File: src/rtl/dbg_cmd_seq_pkg.sv
package dbg_cmd_seq_pkg;

  // Access size codes, shared by the opcode size field and memSize
  localparam logic [1:0] SZ_BYTE = 2'd0;
  localparam logic [1:0] SZ_WORD = 2'd1;
  localparam logic [1:0] SZ_LONG = 2'd2;

  // Source of the next response word
  typedef enum logic [2:0] {
    RS_NOTREADY = 3'd0,
    RS_ILLEGAL  = 3'd1,
    RS_COMPLETE = 3'd2,
    RS_BERR     = 3'd3,
    RS_RDHI     = 3'd4,
    RS_RDWORD   = 3'd5,
    RS_RDBYTE   = 3'd6,
    RS_SAVEDLO  = 3'd7
  } respSel_t;

  // Strobes from control to datapath
  typedef struct packed {
    logic     loadHi;
    logic     loadLo;
    logic     latchData;
    logic     respLoad;
    respSel_t respSel;
  } ctrlStrobes_t;

endpackage

File: src/rtl/dbg_cmd_seq_ctrl.sv
module dbg_cmd_seq_ctrl
  import dbg_cmd_seq_pkg::*;
#(
  parameter int WORD_W = 16,
  parameter logic [7:0] CMD_TAG = 8'hA5
) (
  input  logic                clk,
  input  logic                rstN,
  input  logic                wordValid,
  input  logic [WORD_W-1:0]   wordIn,
  input  logic                memAck,
  input  logic                memErr,
  output logic                memReq,
  output logic [1:0]          memSize,
  output ctrlStrobes_t        strobes
);

  localparam int MID_W = WORD_W - 10;

  typedef enum logic [2:0] {
    S_CMD, S_DISCARD, S_ADDRH, S_ADDRL, S_BUSY, S_RESHI
  } state_t;

  state_t     state, stateNext;
  logic [1:0] sizeReg, sizeNext;
  logic       legalOp;

  // Command decode: tag byte on top, zero middle bits, size not 11
  assign legalOp = (wordIn[WORD_W-1 -: 8] == CMD_TAG) &&
                   (wordIn[WORD_W-9:2] == MID_W'(0)) &&
                   (wordIn[1:0] != 2'b11);

  always_comb begin
    stateNext = state;
    sizeNext  = sizeReg;
    strobes   = '{loadHi: 1'b0, loadLo: 1'b0, latchData: 1'b0,
                  respLoad: 1'b0, respSel: RS_NOTREADY};
    unique case (state)
      S_CMD: if (wordValid) begin
        strobes.respLoad = 1'b1;
        if (legalOp) begin
          sizeNext        = wordIn[1:0];
          strobes.respSel = RS_NOTREADY;
          stateNext       = S_ADDRH;
        end else begin
          strobes.respSel = RS_ILLEGAL;
          stateNext       = S_DISCARD;
        end
      end
      S_DISCARD: if (wordValid) begin
        strobes.respLoad = 1'b1;
        strobes.respSel  = RS_COMPLETE;
        stateNext        = S_CMD;
      end
      S_ADDRH: if (wordValid) begin
        strobes.loadHi   = 1'b1;
        strobes.respLoad = 1'b1;
        strobes.respSel  = RS_NOTREADY;
        stateNext        = S_ADDRL;
      end
      S_ADDRL: if (wordValid) begin
        strobes.loadLo   = 1'b1;
        strobes.respLoad = 1'b1;
        strobes.respSel  = RS_NOTREADY;
        stateNext        = S_BUSY;
      end
      S_BUSY: begin
        // polls are ignored; response stays not-ready
        if (memErr) begin
          strobes.respLoad = 1'b1;
          strobes.respSel  = RS_BERR;
          stateNext        = S_CMD;
        end else if (memAck) begin
          strobes.respLoad = 1'b1;
          if (sizeReg == SZ_LONG) begin
            strobes.latchData = 1'b1;
            strobes.respSel   = RS_RDHI;
            stateNext         = S_RESHI;
          end else begin
            strobes.respSel = (sizeReg == SZ_WORD) ? RS_RDWORD : RS_RDBYTE;
            stateNext       = S_CMD;
          end
        end
      end
      S_RESHI: if (wordValid) begin
        strobes.respLoad = 1'b1;
        strobes.respSel  = RS_SAVEDLO;
        stateNext        = S_CMD;
      end
      default: stateNext = S_CMD;
    endcase
  end

  always_ff @(posedge clk or negedge rstN) begin
    if (!rstN) begin
      state   <= S_CMD;
      sizeReg <= SZ_BYTE;
    end else begin
      state   <= stateNext;
      sizeReg <= sizeNext;
    end
  end

  assign memReq  = (state == S_BUSY);
  assign memSize = sizeReg;

  // a discarded word is never taken as address
  a_r3_discard_no_addr: assert property (@(posedge clk) disable iff (!rstN)
    (state == S_DISCARD) |-> !strobes.loadHi && !strobes.loadLo);

  // an illegal opcode never leads to an address phase
  a_r2_illegal_to_discard: assert property (@(posedge clk) disable iff (!rstN)
    (state == S_CMD && wordValid && !legalOp) |=> (state == S_DISCARD));

endmodule

File: src/rtl/dbg_cmd_seq_dpath.sv
module dbg_cmd_seq_dpath
  import dbg_cmd_seq_pkg::*;
#(
  parameter int WORD_W = 16
) (
  input  logic                  clk,
  input  logic                  rstN,
  input  ctrlStrobes_t          strobes,
  input  logic [WORD_W-1:0]     wordIn,
  input  logic [2*WORD_W-1:0]   memRdata,
  output logic [2*WORD_W-1:0]   memAddr,
  output logic [WORD_W:0]       respWord
);

  localparam int DATA_W = 2 * WORD_W;
  localparam int RESP_W = WORD_W + 1;

  logic [WORD_W-1:0] addrHi, addrLo, savedLo;
  logic [RESP_W-1:0] respNext;

  always_comb begin
    unique case (strobes.respSel)
      RS_NOTREADY: respNext = {1'b1, {WORD_W{1'b0}}};
      RS_ILLEGAL:  respNext = {1'b1, {WORD_W{1'b1}}};
      RS_COMPLETE: respNext = {1'b1, {WORD_W{1'b1}}};
      RS_BERR:     respNext = {1'b1, WORD_W'(1)};
      RS_RDHI:     respNext = {1'b0, memRdata[DATA_W-1 -: WORD_W]};
      RS_RDWORD:   respNext = {1'b0, memRdata[WORD_W-1:0]};
      RS_RDBYTE:   respNext = {1'b0, {(WORD_W-8){1'b0}}, memRdata[7:0]};
      RS_SAVEDLO:  respNext = {1'b0, savedLo};
      default:     respNext = {1'b1, {WORD_W{1'b0}}};
    endcase
  end

  always_ff @(posedge clk or negedge rstN) begin
    if (!rstN) begin
      addrHi   <= '0;
      addrLo   <= '0;
      savedLo  <= '0;
      respWord <= {1'b1, {WORD_W{1'b1}}};
    end else begin
      if (strobes.loadHi)    addrHi   <= wordIn;
      if (strobes.loadLo)    addrLo   <= wordIn;
      if (strobes.latchData) savedLo  <= memRdata[WORD_W-1:0];
      if (strobes.respLoad)  respWord <= respNext;
    end
  end

  assign memAddr = {addrHi, addrLo};

  // the response register moves only on a control strobe
  a_r10_resp_on_strobe: assert property (@(posedge clk) disable iff (!rstN)
    !strobes.respLoad |=> $stable(respWord));

endmodule

File: src/rtl/dbg_cmd_seq.sv
module dbg_cmd_seq
  import dbg_cmd_seq_pkg::*;
#(
  parameter int WORD_W = 16,
  parameter logic [7:0] CMD_TAG = 8'hA5
) (
  input  logic                  clk,
  input  logic                  rstN,
  input  logic                  wordValid,
  input  logic [WORD_W-1:0]     wordIn,
  output logic [WORD_W:0]       respWord,
  output logic                  memReq,
  output logic [2*WORD_W-1:0]   memAddr,
  output logic [1:0]            memSize,
  input  logic                  memAck,
  input  logic                  memErr,
  input  logic [2*WORD_W-1:0]   memRdata
);

  ctrlStrobes_t strobes;

  dbg_cmd_seq_ctrl #(.WORD_W(WORD_W), .CMD_TAG(CMD_TAG)) uCtrl (
    .clk(clk), .rstN(rstN), .wordValid(wordValid), .wordIn(wordIn),
    .memAck(memAck), .memErr(memErr), .memReq(memReq),
    .memSize(memSize), .strobes(strobes)
  );

  dbg_cmd_seq_dpath #(.WORD_W(WORD_W)) uDpath (
    .clk(clk), .rstN(rstN), .strobes(strobes), .wordIn(wordIn),
    .memRdata(memRdata), .memAddr(memAddr), .respWord(respWord)
  );

  // request, address and size hold until termination
  a_r5_req_hold: assert property (@(posedge clk) disable iff (!rstN)
    (memReq && !memAck && !memErr) |=> memReq && $stable(memAddr) && $stable(memSize));

  // request drops after termination
  a_r5_req_drop: assert property (@(posedge clk) disable iff (!rstN)
    (memReq && (memAck || memErr)) |=> !memReq);

  // not-ready is presented throughout an outstanding access
  a_r6_busy_notready: assert property (@(posedge clk) disable iff (!rstN)
    memReq |-> (respWord == {1'b1, {WORD_W{1'b0}}}));

  // a request only starts right after a received word
  a_r4_req_after_word: assert property (@(posedge clk) disable iff (!rstN)
    $rose(memReq) |-> $past(wordValid));

  // bus error yields the error status
  a_r9_berr_status: assert property (@(posedge clk) disable iff (!rstN)
    (memReq && memErr) |=> (respWord == {1'b1, WORD_W'(1)}));

  // longword high half is returned first
  a_r7_long_high: assert property (@(posedge clk) disable iff (!rstN)
    (memReq && memAck && !memErr && memSize == SZ_LONG) |=>
      (respWord == {1'b0, $past(memRdata[2*WORD_W-1 -: WORD_W])}));

endmodule

File: config.mk
export PLATFORM = sky130hd
export DESIGN_NAME = dbg_cmd_seq
export DESIGN_NICKNAME = d
export VERILOG_FILES = /design/src/rtl/dbg_cmd_seq_pkg.sv /design/src/rtl/dbg_cmd_seq_ctrl.sv /design/src/rtl/dbg_cmd_seq_dpath.sv /design/src/rtl/dbg_cmd_seq.sv
export SDC_FILE = /design/constraint.sdc
export NUM_CORES = 1
export LEC_CHECK = 0
export CAP_MARGIN = 15
export CORE_UTILIZATION = 50
export DETAILED_ROUTE_END_ITERATION = 8
export PLACE_DENSITY = 0.94
export SYNTH_ARGS = -nofsm -noshare
export SYNTH_HDL_FRONTEND = slang
export SYNTH_SLANG_ARGS = --single-unit
File: constraint.sdc
create_clock -name clk -period 5.7 [get_ports clk]
set_input_delay 0.57 -clock clk [delete_from_list [all_inputs] [get_ports clk]]
set_output_delay 0.57 -clock clk [all_outputs]
set_load 0.03 [all_outputs]
# Yosys cells after proc, flatten, opt, wreduce, memory -nomap -nowiden
# Index checks and enable logic that the tools add are counted.
# W data, S select, Z words.
[classes] n_eq_ne=21 muxes=26 reduce_logical=10
[op_table] operator="$pmux W17 S7" count=1
[op_table] operator="$mux W3" count=8
[op_table] operator="$mux W4" count=5
[op_table] operator="$pmux W4 S5" count=1
[op_table] operator="$eq A3 B3 Y1 const B" count=6
[op_table] operator="$pmux W3 S5" count=1
[op_table] operator="$eq A3 B2 Y1 const B" count=4
[op_table] operator="$eq A8 B8 Y1 const B" count=1
[op_table] operator="$ne A2 B2 Y1 const B" count=4
[op_table] operator="$mux W1" count=7
[op_table] operator="$eq A3 B1 Y1 const B" count=2
[op_table] operator="$logic_not A3 Y1" count=2
[op_table] operator="$logic_not A6 Y1" count=1
[op_table] operator="$reduce_or A2 Y1" count=3
[op_table] operator="$mux W5" count=1
[op_table] operator="$reduce_and A5 Y1" count=1
[op_table] operator="$mux W2" count=2
[op_table] operator="$ne A3 B1 Y1 const B" count=1
[op_table] operator="$reduce_and A3 Y1" count=1
[op_table] operator="$eq A2 B1 Y1 const B" count=1
[op_table] operator="$eq A2 B2 Y1 const B" count=1
[op_table] operator="$logic_and A1 B1 Y1" count=2
[op_table] operator="$ne A2 B1 Y1 const B" count=1
[totals] reg_bits=70 in_bits=53

# Logic depth before layout (Yosys ltp)
# Gate-level depths: netlist of the first run.
[depth] word_depth=9 mapped_depth=9

# Modules after synthesis
# A second synthesis of the first run with hierarchy kept.
[unflattened] hier_cells=280 area_unflattened_um2=3382.0
[by_module_without_submodules] module="dbg_cmd_seq_dpath" instances=1 cells_per_inst=218 area_per_inst_um2=2859.0 seq_area_each_um2=1647.8
[by_module_without_submodules] module="dbg_cmd_seq_ctrl" instances=1 cells_per_inst=62 area_per_inst_um2=523.0 seq_area_each_um2=125.1

# Worst setup path before layout of the first run
# Ideal clock, no wire load.
[synth_path] path_kind="register to register" start="register uCtrl.sizeReg[0] (netlist: uCtrl.memSize[0])" end="register uDpath.respWord[10]" arrival_time_ns=2.059 required_time_ns=5.616 slack_ns=3.557 stages_incl_launch_ff=9 path_buffers=1 period_less_slack_ns=2.143 path_cell_list="dfrtp_1 > inv_1 > ha_1 > a21oi_1 > o31a_1 > or4_1 > buf_2 > o21a_1 > o2111ai_1"
[synth_between] elab_chain_cells=9 word_cells_on_any_way=17 cone_classes="eq/ne (9); mux (6); reduce/logical (2)"
[synth_lines] element="start, declared" line_no="dbg_cmd_seq_ctrl.sv:25" rtl="logic [1:0] sizeReg, sizeNext;"
[synth_lines] element="start signal, assigned" line_no="dbg_cmd_seq_ctrl.sv:100" rtl="sizeReg <= sizeNext;"
[synth_lines] element="$eq A2 B1 Y1" line_no="dbg_cmd_seq_ctrl.sv:80" rtl="strobes.respSel = (sizeReg == SZ_WORD) ? RS_RDWORD : RS_RDBYTE;"
[synth_lines] element="$mux W2" line_no="dbg_cmd_seq_ctrl.sv:80"
[synth_lines] element="$mux W3 (*)" line_no="dbg_cmd_seq_ctrl.sv:75" rtl="if (sizeReg == SZ_LONG) begin"
[synth_lines] element="$mux W5 (*)" line_no="dbg_cmd_seq_ctrl.sv:73" rtl="end else if (memAck) begin"
[synth_lines] element="$mux W4 (*)" line_no="dbg_cmd_seq_ctrl.sv:69" rtl="if (memErr) begin"
[synth_lines] element="$pmux W4 S5 (*)" line_no="dbg_cmd_seq_ctrl.sv:38" rtl="unique case (state)"
[synth_lines] element="$eq A3 B1 Y1 or $eq A3 B2 Y1 (tied branches)" line_no="dbg_cmd_seq_dpath.sv:22" rtl="unique case (strobes.respSel)"
[synth_lines] element="$reduce_or A2 Y1 (no source line)"
[synth_lines] element="$pmux W17 S7 (*)" line_no="dbg_cmd_seq_dpath.sv:22"
[synth_lines] element="end signal, assigned" line_no="dbg_cmd_seq_dpath.sv:40" rtl="respWord <= {1'b1, {WORD_W{1'b1}}};"
[synth_lines] element="end signal, assigned" line_no="dbg_cmd_seq_dpath.sv:45" rtl="if (strobes.respLoad) respWord <= respNext;"
[synth_lines] element="end, declared" line_no="dbg_cmd_seq_dpath.sv:12" rtl="output logic [WORD_W:0] respWord"
# Mark *: on every way between the ends. The rest lies on a longest branch, timed or not.
# A chain may end at the register's enable or synchronous reset.

# Final worst setup path of the first run
[layout_path] start="input memAck" end="register uDpath.respWord[5]"
[layout_between] elab_chain_cells=6 word_cells_on_any_way=13 cone_classes="eq/ne (7); mux (4); reduce/logical (2)"
[layout_lines] element="start, declared" line_no="dbg_cmd_seq.sv:15" rtl="input logic memAck,"
[layout_lines] element="$mux W5 (*)" line_no="dbg_cmd_seq_ctrl.sv:73"
[layout_lines] element="$mux W4 (*)" line_no="dbg_cmd_seq_ctrl.sv:69"
[layout_lines] element="$pmux W4 S5 (*)" line_no="dbg_cmd_seq_ctrl.sv:38"
[layout_lines] element="$eq A3 B1 Y1 or $eq A3 B2 Y1 (tied branches)" line_no="dbg_cmd_seq_dpath.sv:22"
[layout_lines] element="$reduce_or A2 Y1 (no source line)"
[layout_lines] element="$pmux W17 S7" line_no="dbg_cmd_seq_dpath.sv:22"
# Marks and branches as above.

==> results of run 1 <==
report_power, final:
group | switching, W | leakage, nW | internal, W
Clock | 0.000182 | 0.110 | 0.000257
Sequential | 0.0000149 | 0.907 | 0.000532
Combinational | 0.000101 | 1.05 | 0.0000879
Total | 0.000297 | 2.06 | 0.000877
stage by stage:
step           worst slack (ps)  hold WS [ps]  total power (W)  instance area (sq um)
4_1_cts                    2980           454          0.00118                   4550
6_report                   2990           420          0.00117                   4550
3_3_place_gp               2830           467         0.000739                   4330
2_1_floorplan              3560           274         0.000643                   3270
5_1_grt                    2820           498          0.00122                   4550
3_5_place_dp               2660           464         0.000744                   4330
layout by cell type, fill, tap and decap left out, drive strengths merged, types with 4 or more instances in the layout:
master / count
nand2: 8
a211o: 7
mux2: 48
a2bb2oi: 7
o21ai: 12
a22oi: 14
dfrtp: 53
a21oi: 8
nor3: 5
buf: 4
o211ai: 7
dfstp: 17
inv: 5
clkdlybuf4s50: 103
a21o: 8
nand3: 9
clkbuf: 12
nor2: 15
worst max-delay path, delay by kind of cell:
kind / cells / cell delay, ps
compound gates: 3 / 790
buf+inv: 1 / 570
simple gates: 2 / 1030
state kept, by name, indices dropped and copies added (netlist names):
register and count:
uDpath.savedLo 16, uDpath.respWord 17, uCtrl.memSize 2, uCtrl.state 3
uDpath.addrHi 16, uDpath.addrLo 16
how the worst min path moves through the flow:
stage	end	slack [ps]	depth (start not counted)	startpoint
final	uDpath.savedLo[11]$_DFFE_PN0P_	420	2	rstN
after global routing	uDpath.savedLo[9]$_DFFE_PN0P_	500	2	rstN
after CTS	uDpath.savedLo[9]$_DFFE_PN0P_	450	2	rstN
after detailed placement	uDpath.respWord[16]$_DFFE_PN1P_	460	2	uDpath.respWord[16]$_DFFE_PN1P_
after global placement	uDpath.respWord[16]$_DFFE_PN1P_	470	2	uDpath.respWord[16]$_DFFE_PN1P_
after floorplan	uCtrl.memSize[0]$_DFFE_PN0P_	270	0	rstN
cells by family (layout without fill, tap and decap cells):
family / Yosys count / after routing / synth area share, %
compound gates: 73 / 73 / 15.9
fa+ha+maj: 2 / 2 / 0.764
buf+inv: 22 / 128 / 3.32
flops: 70 / 70 / 54.1
mux: 48 / 48 / 16.5
simple gates: 55 / 55 / 9.32
area by class of cell:
cell class | instances | area (sq um) | area share [%]
multi-input cells | 178 | 1390 | 30.6
inverters | 5 | 18.8 | 0.412
repair buffers | 107 | 1060 | 23.2
well taps | 77 | 96.3 | 2.12
flip-flops and latches | 70 | 1770 | 38.9
clock buffers | 12 | 145 | 3.19
clock inverters | 4 | 70.1 | 1.54
metal layers:
| layer | wire (um) | up-vias | track usage, % |
|---|---|---|---|
| met4 | 139 | 0 | 9.87 |
| met2 | 3920 | 125 | 40.6 |
| met1 | 3350 | 1317 | 31.2 |
| met5 | 0 | - | 0 |
| met3 | 672 | 17 | 8.35 |
| li1 | - | 1202 | - |
==> out/summary.txt, run 1 <==
slew margin rel. - 42.3%
Initial Util - 51.6%
Max-Cap Viols - 0
final core utilization - 71.7%
root buf cell - clkbuf_8
Final period util - 47.6%
initial antenna violation count - 0
drt wl/cell - 17.9 um
Yosys top cell by area - dfrtp_1
Reg2Reg Depth - 5
peak supply drop - 0.193 mV
CTS tree - done
post-CTS setup repair buffer count - 0
drt first-iter violations - 122
Final nets - 426
number of global-route vias before repair - 2794
FF-to-FF Start - uCtrl.state[0]$_DFFE_PN0P_
DRC violations left - 0
Worst Path Required - 5950 ps
number of I/O port buffers - 104
final wirelength - 8.09 mm
core area - 0.00635 sq mm
CP cell instances - clkdlybuf4s50_1, or3b_1, a21o_1, nor3_4, a2bb2oi_1, o21ai_0
Synth area leaders - dfrtp_1 41%, mux2_2 17%, dfstp_2 14%
TritonRoute pass-1 iters - 4
Placement Rows - 29
placed cell count - 436
crit path to - uDpath.respWord[5]$_DFFE_PN1P_
status - finished clean
Syn Nets - 325
clock buffer depth - 2
final hold viol count - 0
final max-slew violation count - 0
hold_buf cts - 0
EDFF count, synth - 0
worst slew pin tran - 863 ps
Final min period - 2710 ps
Syn. warnings - 0
Worst Setup Start Kind - input pin
synthesized area - 0.00327 sq mm
RSZ-0062 raised after global routing - false
slowest cell on the critical path - nor3_4
Via density - 5.87
setup TNS - 0 ps
CP arrival - 2970 ps
Post-Synthesis Cells - 270
register area share after synthesis - 54.1%
first-pass GRT wire length - 13.7 mm
GRT Total Usage - 25.1%
Fmax - 368 MHz
cts repair resizes - 0
Post-DP HPWL - 5.66 mm
Final GP Congestion - 0.796
Die Wd - 82.9 um
Die Height - 82.9 um
# diodes - 0
reg2reg setup slack - 3230 ps
remaining antenna violation count - 0
via count of the routed design - 2661
worst skew pair latency - 350 ps
largest net degree at the start of global routing - 71
share of cells above drive strength 1 - 22.9%
post-synth top area share - 40.5%
setup violators final - 0
Synth cell types - 45
Cell Count, Final, Fillers Out - 453
clock-pin transition on the worst setup and hold timing paths - 70 ps
CP Launch Point - memAck
leakage power - 2.06 nW
Layout fillers - 450
Synth async-reset ratio - 100%
CTS sink cnt - 70
pwr dens - 258 mW/mm^2
R2R Path End - uDpath.respWord[5]$_DFFE_PN1P_
Setup Skew - 7.80 ps
Synth top cells by count - 53 x dfrtp_1, 48 x mux2_2, 17 x dfstp_2
syn_area_per_cell - 12.1 sq um
grt ovf - 0
Crit. End Element - flip-flop
Layout area overhead - 39.0%
io pins - 105
H-tree depth - 3
Die Area - 0.00688 sq mm
Post-synth top flop - dfrtp_1
flop and latch count out of synthesis - 70
Critical Path Fanout Max - 16
Largest stage delay, worst path - 640 ps
CP Class - in2reg
Hold Path Class - in2async
top-count cell post-synth - dfrtp_1
TritonCTS buffer count - 9
(Power assumes the default switching activity.)
==> run 2: changes to the inputs <==
Settings changed: CORE_UTILIZATION 50 to 46, PLACE_DENSITY 0.94 to 0.88.
Clock period 5.7 ns to 2.5 ns, I/O delays scaled along.
==> run 2 against run 1 <==
Effect of this change:
- sequential power grew 130%
- clock-buffer cell count rose by 1
- worst setup slack got worse by 2800 ps
- total power up 130%
- clock skew down 3.4 ps
==> out/summary.txt, run 2 (synthesized netlist as in run 1, its figures left out) <==
Final period util - 91.5%
Largest register FFs - 17
pwr dens - 570 mW/mm^2
CP Class - reg2out
Fmax - 437 MHz
grt ovf - 0
Placement Rows - 30
number of I/O port buffers - 104
leakage power - 2.12 nW
Layout area overhead - 42.7%
# diodes - 0
worst slew pin tran - 789 ps
final hold viol count - 0
largest net degree at the start of global routing - 71
Max-Cap Viols - 0
placed cell area - 0.00444 sq mm
drt wl/cell - 17.3 um
most common cell after layout, fill and taps aside - clkdlybuf4s50_1
Final nets - 436
Die Height - 86.4 um
share of cells above drive strength 1 - 25.1%
setup violators final - 0
slew margin rel. - 47.4%
CP arrival - 2040 ps
H-tree depth - 3
Hold Path Class - in2async
DRC violations left - 0
initial antenna violation count - 0
final wirelength - 8.34 mm
peak supply drop - 0.255 mV
RSZ-0062 raised after global routing - false
Critical Path Fanout Max - 11
CTS sink cnt - 70
design area - 0.00467 sq mm
Via density - 5.57
root buf cell - clkbuf_8
status - finished clean
Reg with most FFs - uDpath.respWord
WHS - 460 ps
drt first-iter violations - 146
Layout fillers - 517
remaining antenna violation count - 0
commonest cells after routing, fill and taps aside - 103 x clkdlybuf4s50_1, 53 x dfrtp_1, 48 x mux2_2, 17 x dfstp_2, 15 x nor2_1
setup TNS - 0 ps
CTS tree - done
Final GP Congestion - 0.799
number of global-route vias before repair - 2833
core area - 0.00683 sq mm
Post-DP HPWL - 5.72 mm
GRT Total Usage - 23.6%
Worst Setup Start Kind - flip-flop
final max-slew violation count - 0
TritonCTS buffer count - 9
Crit. End Element - output pin
Die Area - 0.00746 sq mm
Worst Path Required - 2250 ps
io pins - 105
Setup Skew - 4.43 ps
TritonRoute pass-1 iters - 5
worst skew pair latency - 340 ps
Final min period - 2290 ps
Die Wd - 86.4 um
Initial Util - 47.9%
clock-pin transition on the worst setup and hold timing paths - 70 ps
via count of the routed design - 2687
cts repair resizes - 0
first-pass GRT wire length - 13.5 mm
clock buffer depth - 2
run 2: changes by cell type in the layout (fill, tap and decap cells not counted), sizes merged:
cell | before | now
buf | 4 | 13
bufinv | 2 | 1
clkbuf | 12 | 13
dlygate4sd3 | 0 | 1
run 2: area by class of cell:
class / instances / area [sq um] / area share (%)
inverter: 5 / 18.8 / 0.402
timing repair buffer: 117 / 1150 / 24.6
tap: 96 / 120 / 2.57
sequential: 70 / 1770 / 37.9
multi-input combinational: 178 / 1390 / 29.8
clock inverter: 3 / 40.0 / 0.857
clock buffer: 13 / 179 / 3.83
run 2: metrics by stage:
step | utilization (%) | instances | power [W] | setup WS, ps
after floorplan | - | 270 | 0.00147 | 357
after global placement | 65.0 | 465 | 0.00169 | 333
after detailed placement | 65.0 | 465 | 0.00170 | 262
after CTS | 68.4 | 482 | 0.00268 | 219
after global routing | 68.4 | 482 | 0.00278 | 155
final | 68.4 | 482 | 0.00266 | 212
run 2: per-layer routing:
layer  vias up  global-route usage, %  share of wire (%)
met4         0                   8.64                1.1
met5         -                      0                  0
li1       1223                      -                  -
met2       124                   39.6                 48
met1      1329                   28.0                 40
met3        11                   8.29                 11
run 2: final timing paths:
check / startpoint / endpoint / slack [ps] / cells after the start
worst max-delay path: uCtrl.state[1]$_DFFE_PN0P_ / memReq / 210 / 3
worst min-delay path: rstN / uDpath.savedLo[13]$_DFFE_PN0P_ / 460 / 3
worst max register to register: uCtrl.state[1]$_DFFE_PN0P_ / uDpath.respWord[3]$_DFFE_PN1P_ / 400 / 5
worst min register to register: uDpath.respWord[16]$_DFFE_PN1P_ / uDpath.respWord[16]$_DFFE_PN1P_ / 480 / 2
max in group asynchronous: rstN / uDpath.respWord[2]$_DFFE_PN1P_ / 1680 / 3
min in group clk: uDpath.respWord[16]$_DFFE_PN1P_ / uDpath.respWord[16]$_DFFE_PN1P_ / 480 / 2
run 2: critical path, stage by stage, from the launching register on:
cell and delay [ps]:
dfrtp_1 490, nand2b_1 280, nor2_1 200, clkdlybuf4s50_1 740
run 2: repair_timing:
item                      in CTS  in global routing
hold endpoints to repair      53                  0
hold buffers                   1                  0
buffers inserted               0                  0
run 2: where the power goes:
part | internal [W] | total, W | switching (W)
sequential | 0.00121 | 0.00125 | 0.0000339
combinational | 0.000208 | 0.000435 | 0.000227
clock | 0.000567 | 0.000982 | 0.000415
==> run 3: changes to the inputs <==
Settings changed: GPL_ROUTABILITY_DRIVEN set to 1, TNS_END_PERCENT set to 30.
==> results of run 3 <==
No change in the layout: final DEF, timing and power equal those of run 2.
